`config.mk`:
```
export PLATFORM = sky130hd
export DESIGN_NAME = evtgen_bank
export DESIGN_NICKNAME = d
export VERILOG_FILES = /design/src/rtl/evtgen_pkg.sv /design/src/rtl/evtgen_ref_mux.sv /design/src/rtl/evtgen_channel.sv /design/src/rtl/evtgen_bank.sv
export SDC_FILE = /design/constraint.sdc
export NUM_CORES = 1
export LEC_CHECK = 0
export ABC_AREA = 1
export BUFFER_PORTS_ARGS = -buffer_cell sky130_fd_sc_hd__buf_2
export CORE_MARGIN = 2
export CORE_UTILIZATION = 41
export DETAILED_ROUTE_END_ITERATION = 10
export PLACE_DENSITY_LB_ADDON = 0.25
export SYNTH_ARGS = -nofsm -noshare
export SYNTH_HDL_FRONTEND = slang
export SYNTH_SLANG_ARGS = --single-unit
```
`constraint.sdc`:
```
create_clock -name clk -period 3.4 [get_ports clk]
set_clock_uncertainty 0.05 [all_clocks]
set_input_delay 0.34 -clock clk [delete_from_list [all_inputs] [get_ports clk]]
set_output_delay 0.34 -clock clk [all_outputs]
set_load 0.01 [all_outputs]
```
`src/rtl/evtgen_pkg.sv`:
```
package evtgen_pkg;

    typedef enum logic [1:0] {
        CH_IDLE     = 2'd0,
        CH_WAIT_OFS = 2'd1,
        CH_REPEAT   = 2'd2,
        CH_SPENT    = 2'd3
    } ch_state_e;

    localparam int unsigned REF_SOURCES = 6;

endpackage

```
`src/rtl/evtgen_ref_mux.sv`:
```
module evtgen_ref_mux #(
    parameter int unsigned NUM_SRC = 6,
    parameter int unsigned SEL_W   = 3
) (
    input  logic [NUM_SRC-1:0] strobes_i,
    input  logic [SEL_W-1:0]   sel_i,
    output logic               ref_o
);

    always_comb begin
        ref_o = 1'b0;
        for (int i = 0; i < NUM_SRC; i++) begin
            if (sel_i == SEL_W'(i)) begin
                ref_o = strobes_i[i];
            end
        end
    end

    // Codes past the last source never select a strobe.
    always_comb begin
        if (32'(sel_i) >= NUM_SRC) begin
            assert_sel_range_R2: assert (ref_o == 1'b0)
                else $error("out-of-range select produced a reference");
        end
    end

endmodule

```
`src/rtl/evtgen_channel.sv`:
```
module evtgen_channel
    import evtgen_pkg::*;
#(
    parameter int unsigned CNT_W = 20
) (
    input  logic             clk,
    input  logic             rst_n,
    input  logic             en_i,
    input  logic             ref_i,
    input  logic [CNT_W-1:0] offset_i,
    input  logic [CNT_W-1:0] period_i,
    output logic             evt_o
);

    localparam logic [CNT_W-1:0] CNT_ONE = CNT_W'(1);

    ch_state_e        state_q, state_d;
    logic [CNT_W-1:0] cnt_q, cnt_d;
    logic [CNT_W-1:0] ofs_q, ofs_d;
    logic [CNT_W-1:0] per_q, per_d;
    logic             fire_q, fire_d;

    // Next-state and datapath logic.
    always_comb begin
        state_d = state_q;
        cnt_d   = cnt_q;
        ofs_d   = ofs_q;
        per_d   = per_q;
        fire_d  = 1'b0;
        if (!en_i) begin
            // disable
            state_d = CH_IDLE;
            cnt_d   = '0;
        end else if (ref_i) begin
            // start: capture configuration, restart counting
            ofs_d = offset_i;
            per_d = period_i;
            cnt_d = CNT_ONE;
            if (offset_i == '0) begin
                fire_d  = 1'b1;
                state_d = (period_i == '0) ? CH_SPENT : CH_REPEAT;
            end else begin
                state_d = CH_WAIT_OFS;
            end
        end else begin
            unique case (state_q)
                CH_IDLE: begin
                    state_d = CH_IDLE;
                end
                CH_SPENT: begin
                    state_d = CH_SPENT;
                end
                CH_WAIT_OFS: begin
                    if (cnt_q == ofs_q) begin
                        // offset done
                        fire_d  = 1'b1;
                        cnt_d   = CNT_ONE;
                        state_d = (per_q == '0) ? CH_SPENT : CH_REPEAT;
                    end else begin
                        cnt_d = cnt_q + CNT_ONE;
                    end
                end
                CH_REPEAT: begin
                    if (cnt_q == per_q) begin
                        // period done
                        fire_d = 1'b1;
                        cnt_d  = CNT_ONE;
                    end else begin
                        cnt_d = cnt_q + CNT_ONE;
                    end
                end
                default: begin
                    state_d = CH_IDLE;
                end
            endcase
        end
    end

    // State register.
    always_ff @(posedge clk or negedge rst_n) begin
        if (!rst_n) begin
            state_q <= CH_IDLE;
            cnt_q   <= '0;
            ofs_q   <= '0;
            per_q   <= '0;
            fire_q  <= 1'b0;
        end else begin
            state_q <= state_d;
            cnt_q   <= cnt_d;
            ofs_q   <= ofs_d;
            per_q   <= per_d;
            fire_q  <= fire_d;
        end
    end

    // Output: registered pulse gated by the live enable.
    always_comb begin
        evt_o = fire_q & en_i;
    end

    assert_disable_idle_R7: assert property (@(posedge clk) disable iff (!rst_n)
        !en_i |=> (state_q == CH_IDLE) && !fire_q)
        else $error("channel kept running while disabled");

    assert_strobe_starts_R6: assert property (@(posedge clk) disable iff (!rst_n)
        (en_i && ref_i) |=> (state_q != CH_IDLE))
        else $error("accepted strobe left channel idle");

    assert_offset_bound_R3: assert property (@(posedge clk) disable iff (!rst_n)
        (state_q == CH_WAIT_OFS) |-> (cnt_q <= ofs_q) && (ofs_q != '0))
        else $error("offset counter out of range");

    assert_period_bound_R4: assert property (@(posedge clk) disable iff (!rst_n)
        (state_q == CH_REPEAT) |-> (cnt_q <= per_q) && (per_q != '0))
        else $error("period counter out of range");

    assert_single_shot_R5: assert property (@(posedge clk) disable iff (!rst_n)
        (state_q == CH_SPENT && !(en_i && ref_i)) |=> !fire_q)
        else $error("single-shot channel fired again");

    assert_cfg_held_R8: assert property (@(posedge clk) disable iff (!rst_n)
        (en_i && !ref_i) |=> ($stable(ofs_q) && $stable(per_q)))
        else $error("captured configuration changed without a strobe");

endmodule

```
`src/rtl/evtgen_bank.sv`:
```
module evtgen_bank
    import evtgen_pkg::*;
#(
    parameter int unsigned NUM_CH = 8,
    parameter int unsigned CNT_W  = 20
) (
    input  logic                               clk,
    input  logic                               rst_n,
    input  logic [REF_SOURCES-1:0]             strobe_i,
    input  logic [NUM_CH-1:0]                  ch_en_i,
    input  logic [NUM_CH*$clog2(REF_SOURCES+1)-1:0] ch_sel_i,
    input  logic [NUM_CH*CNT_W-1:0]            ch_offset_i,
    input  logic [NUM_CH*CNT_W-1:0]            ch_period_i,
    output logic [NUM_CH-1:0]                  event_o
);

    localparam int unsigned SEL_W = $clog2(REF_SOURCES + 1);

    logic [NUM_CH-1:0] ref_hit;

    for (genvar k = 0; k < NUM_CH; k++) begin : g_ch
        evtgen_ref_mux #(
            .NUM_SRC (REF_SOURCES),
            .SEL_W   (SEL_W)
        ) u_mux (
            .strobes_i (strobe_i),
            .sel_i     (ch_sel_i[k*SEL_W +: SEL_W]),
            .ref_o     (ref_hit[k])
        );

        evtgen_channel #(
            .CNT_W (CNT_W)
        ) u_chan (
            .clk      (clk),
            .rst_n    (rst_n),
            .en_i     (ch_en_i[k]),
            .ref_i    (ref_hit[k]),
            .offset_i (ch_offset_i[k*CNT_W +: CNT_W]),
            .period_i (ch_period_i[k*CNT_W +: CNT_W]),
            .evt_o    (event_o[k])
        );
    end

    assert_reset_quiet_R1: assert property (@(posedge clk)
        !rst_n |=> (event_o == '0))
        else $error("event pulse right after reset");

endmodule

```
## After elaboration in Yosys (flattened, before gate mapping)

Index checks and enable logic that the tools add are counted.

- Flip-flop bits (word level): 504
- Input bits: 360
- Output and inout port bits: 8
- Logic and storage cells: 408

- Add/sub/neg operators: 8
- Eq/ne operators: 104
- Multiplexer cells: 192
- Bitwise operators: 8
- Reduce and logical (&&, ||, !) cells: 56

Operator list:

| operator | count |
|---|---|
| $mux 20 | 32 |
| $logic_not 20->1 | 24 |
| $eq 20x20->1 | 16 |
| $pmux 20 s2 | 8 |
| $add 20x1->20 const B | 8 |
| $mux 1 | 104 |
| $mux 2 | 32 |
| $eq 3x2->1 const B | 16 |
| $eq 3x3->1 const B | 16 |
| $pmux 2 s3 | 8 |
| $ne 5x1->1 const B | 8 |
| $eq 2x2->1 const B | 16 |
| $ne 4x1->1 const B | 8 |
| $ne 4x2->1 const B | 8 |
| $reduce_and 2->1 | 16 |
| $eq 3x1->1 const B | 8 |
| $logic_not 3->1 | 8 |
| $eq 2x1->1 const B | 8 |
| $logic_not 2->1 | 8 |
| $pmux 1 s2 | 8 |
| $and 1x1->1 | 8 |

## Depth between registers and ports, before layout

- Depth in word-level cells: 9
- Gate-level depth with buffers: 13

## Modules after synthesis

Synthesis repeated with hierarchy kept, for this count alone.

- Cells, all modules: 4,310
- Area total of the unflattened synthesis: 30,839.6 sq um

By module, submodules not included:

| module | times used | cells an instance | area an instance (sq um) | sequential area each (sq um) |
|---|---|---|---|---|
| evtgen_channel (g_ch[0].u_chan ...) | 4 | 519 | 3,818.7 | 1,576.5 |
| evtgen_channel (g_ch[4].u_chan ...) | 3 | 523 | 3,726.1 | 1,576.5 |
| evtgen_channel (g_ch[7].u_chan) | 1 | 513 | 3,706.1 | 1,576.5 |
| evtgen_ref_mux | 8 | 19 | 85.1 | 0.0 |

## Worst setup path after synthesis

No wires, ideal clock.

- Path type: reg2reg
- Start: register g_ch[2].u_chan.cnt_q[0]
- End: register g_ch[2].u_chan.cnt_q[14]
- Arrival: 1,430 ps
- Setup slack: 1,787 ps
- Cell stages (with the launch flop): 11
- Cells stage by stage: dfrtp_1 -> ha_1 -> nand2_1 -> nor2_1 -> inv_1 -> nor2_1 -> nand2_1 -> nor2_1 -> a21oi_1 -> nand3_1 -> a21boi_1

- Word-level cells in the longest chain between the ends: 5
- Elaborated cells on any way between the ends: 8

Ends and longest elaborated chain:

| item | line | text |
|---|---|---|
| from (decl) | evtgen_channel.sv:18 | `logic [CNT_W-1:0] cnt_q, cnt_d;` |
| from (signal assigned) | evtgen_channel.sv:89 | `cnt_q <= cnt_d;` |
| $add 20x1->20 (tied with other cells) | evtgen_channel.sv:60, evtgen_channel.sv:69 |  |
| $mux 20 (on tied branches) | evtgen_channel.sv:64, evtgen_channel.sv:54 |  |
| $pmux 20 s2 (*) | evtgen_channel.sv:46 | `unique case (state_q)` |
| $mux 20 (*) | evtgen_channel.sv:34 | `end else if (ref_i) begin` |
| $mux 20 (*) | evtgen_channel.sv:30 | `if (!en_i) begin` |

Every way passes the cells marked *; elsewhere a longest branch is shown, timed or not.
A chain may end at the register's enable or synchronous reset.

## Worst setup path in the final report

- Start: register g_ch[2].u_chan.state_q[0]
- End: register g_ch[2].u_chan.cnt_q[19]

- Word-level cells in the longest chain between the ends: 4
- Elaborated cells on any way between the ends: 6

Ends and longest elaborated chain:

| item | line | text |
|---|---|---|
| from (decl) | evtgen_channel.sv:17 | `ch_state_e state_q, state_d;` |
| from (signal assigned) | evtgen_channel.sv:88 | `state_q <= state_d;` |
| $eq 2x2->1 / $eq 2x1->1 (equally long branches) | evtgen_channel.sv:46 |  |
| $pmux 20 s2 | evtgen_channel.sv:46 |  |
| $mux 20 | evtgen_channel.sv:34 |  |
| $mux 20 | evtgen_channel.sv:30 |  |

Several ways; a longest one is shown, not always the timed one.

==> flow_summary_export.csv <==
group,metric,value,unit
status,status,"finished, final reports clean",
job,drv_cap,0,
power,peakVddDrop,0.4029,mV
worst_setup_path,worstPathArrival,2.95,ns
routing,drt_iter0_drc,2249,
worst_setup_path,crit_fanout,44,
final_layout,nets,5310,
clock_network,cts-root-buf,"clkbuf_16",
grt,grt_pass1_wl,156500,microns
synth,synth.avg_cell_area,7.177,sq um
final_layout,synthToLayoutAreaGrowth,25.45,%
power,p_comb_frac,0.206,
hold_path,min_path_type,"input pin to flip-flop",
synth,synth_fp_nets,4694,
sta,rsz0062_at_grt,"false",
routing,vias_per_cell,5.102,
power,p_leak,19.27,nW
final_layout,drive_above_1_share,0.1324,
synth,yosysSeqAreaShare,0.4085,
power,pwr-share-clk,0.370,
clock_network,insertion_delay,0.64,ns
synth,synth_cell_type_count,50,
floorplanning,die_area,77510,sq um
placement,gp_congestion,0.9137,
clock_network,cts_max_path_buffers,3,
routing,dr_total_vias,30290,
floorplanning,die_y,278.4,microns
routing,post-route-drc-count,0,
worst_setup_path,path_class,"flip-flop to flip-flop",
sta,max-slew-margin-rel,0.2673,
routing,drt-total-wl,98520,microns
routing,first_pass_iters,6,
grt,grt_pass1_vias,29420,
floorplanning,initial_core_util,0.4147,
power,p_per_area,474.2,nW/um^2
power,p_int,12.63,mW
final_layout,final_common_cell,"nand2_1",
final_layout,nFillCells,6947,
final_layout,multi_input_comb_area,14940,sq um
clock_network,h-tree-depth,2,
clock_network,cts_inserted_buffers,58,
clock_network,clock_sinks,504,
hold_path,hold_depth,3,
synth,syn_area,30870,sq um
synth,synth_cells,4302,
grt,grt_usage,0.2504,
clock_network,clkTransAtPathRegs,0.06,ns
final_layout,final_core_util,0.5202,
placement,place_hpwl,69500,microns
sta,tightestPinTransition,1.096,ns
sta,fmax,394.0,MHz
worst_setup_path,reg2regPathDepth,7,
routing,wl_per_cell,16.59,microns
synth,yosysWarnings,0,
power,swShare,0.3123,
worst_setup_path,critPathRequiredTime,3.81,ns
routing,ant_nets,0,
placement,io_buffers,367,
synth,ys_ff_latch,504,
floorplanning,std_cell_rows,100,
sta,fin_crit_sh,0.7464,
final_layout,postLayoutCellArea,38730,sq um
grt,grt_max_degree,81,
sta,finalSetupTns,0,ns
final_layout,layout_common_cells,"1,016 x nand2_1, 608 x inv_1, 504 x dfrtp_1",
floorplanning,die_w,278.4,microns
floorplanning,io_pins,368,
worst_setup_path,endpoint_kind,"flip-flop",
power,power_switching,5.735,mW
clock_network,cts_tree,"built",
sta,fin_crit,2.538,ns
grt,grt.overflow.total,0,
grt,grt_antenna_before_repair,15,
worst_setup_path,startpoint_type,"flip-flop",
sta,setup_viol,0,
clock_network,post_cts_buffers,0,
floorplanning,coreArea,74450,sq um
sta,final_max_slew_viol_count,0,
power,seq_power_share,0.424,
placement,placed_cell_area,33460,sq um
final_layout,regArea,12610,sq um
sta,hold_viol,0,
-- metrics by stage --
stage / hold WS, ns / instances / power, mW / setup WS [ns]
2_1_floorplan: -0.005591 / 4302 / 10.07 / 1.787
3_3_place_gp: 0.3284 / 5509 / 11.25 / 0.8082
3_5_place_dp: 0.3280 / 5509 / 11.33 / 0.7406
4_1_cts: 0.03142 / 5933 / 18.47 / 0.8951
5_1_grt: 0.05245 / 5938 / 19.42 / 0.6426
6_report: 0.05835 / 5938 / 18.37 / 0.8622
-- cells by family after synthesis --
kind of cell,after synthesis,synth area share
simple gates,2087,0.2975
buf+inv,823,0.1079
compound gates,644,0.1089
flops,504,0.4085
xor+xnor,163,0.04624
mux,49,0.01787
fa+ha+maj,32,0.01297
-- worst paths after layout --
check	startpoint	slack (ns)	endpoint
max	g_ch[2].u_chan.state_q[0]$_DFFE_PN0P_	0.86	g_ch[2].u_chan.cnt_q[19]$_DFFE_PN0P_
min in group asynchronous	rst_n	0.26	g_ch[3].u_chan.per_q[11]$_DFFE_PN0P_
max in group asynchronous	rst_n	2.15	g_ch[1].u_chan.ofs_q[11]$_DFFE_PN0P_
min	ch_period_i[101]	0.06	g_ch[5].u_chan.per_q[1]$_DFFE_PN0P_
max reg2reg	g_ch[2].u_chan.state_q[0]$_DFFE_PN0P_	0.86	g_ch[2].u_chan.cnt_q[19]$_DFFE_PN0P_
min reg2reg	g_ch[1].u_chan.per_q[15]$_DFFE_PN0P_	0.44	g_ch[1].u_chan.per_q[15]$_DFFE_PN0P_
-- timing repair --
item,4_1_cts,5_1_grt
gates resized for setup,0,0
hold endpoints to repair,374,0
hold buffers,318,0
-- power groups by stage --
stage	Clock, mW	Sequential, mW	Combinational, mW
after floorplan	0	7.53	2.54
after global placement	0	7.87	3.38
after detailed placement	0	7.87	3.46
after CTS	6.94	7.78	3.76
after global routing	7.19	7.90	4.33
final	6.80	7.79	3.78
-- cell usage after synthesis (all sizes together) --
cell type / number / area (sq um)
a21oi: 307 / 1540
ha: 32 / 400.4
nor2: 495 / 1951
o21a: 2 / 15.01
nand2: 1039 / 3950
nor3b: 3 / 22.52
clkbuf: 40 / 150.1
dfrtp: 504 / 12610
nand4: 123 / 883.3
xor2: 49 / 429.2
nand3: 308 / 1617
nand3b: 22 / 176.4
nor2b: 1 / 6.260
a31oi: 17 / 106.4
a21boi: 27 / 214.0
o211ai: 1 / 7.510
o22ai: 3 / 18.77
inv: 656 / 2462
and3: 4 / 25.02
nor4: 31 / 219.0
clkinv: 2 / 7.510
nor3: 56 / 305.3
a21o: 6 / 45.04
xnor2: 114 / 998.5
mux2: 49 / 551.8
o21bai: 1 / 7.510
buf: 125 / 711.9
o221ai: 1 / 8.760
or2: 5 / 31.28
o21ai: 279 / 1400
-- worst max-delay path: stages (launching register included) --
cell and delay [ns]:
dfrtp_1 0.37, inv_1 0.07, ha_1 0.23, nor2_1 0.21, nand4_2 0.86, nand3b_1 0.37, nand2_1 0.07, a21boi_1 0.13
-- flip-flops by register name (all words and copies together), names as in the netlist --
name                 flops
g_ch.u_chan.state_q     16
g_ch.u_chan.cnt_q      160
g_ch.u_chan.fire_q       8
g_ch.u_chan.ofs_q      160
g_ch.u_chan.per_q      160
-- routing by layer --
metal / vias up / global-route usage / share of wire
met1: 14140 / 0.3227 / 0.43
li1: 14950 / - / -
met4: 18 / 0.09508 / 0.040
met2: 959 / 0.4169 / 0.47
met3: 234 / 0.04743 / 0.063
met5: - / 0 / 0.0011
-- area by class of cell --
cell class / count / share of cell area
tap: 969 / 0.03130
antenna: 5 / 0.0003231
clock inverter: 27 / 0.01115
sequential: 504 / 0.3256
clock buffer: 79 / 0.04239
inverter: 658 / 0.06377
multi-input combinational: 2975 / 0.3857
timing repair buffer: 721 / 0.1398
Power figures use the tool's default switching activity.
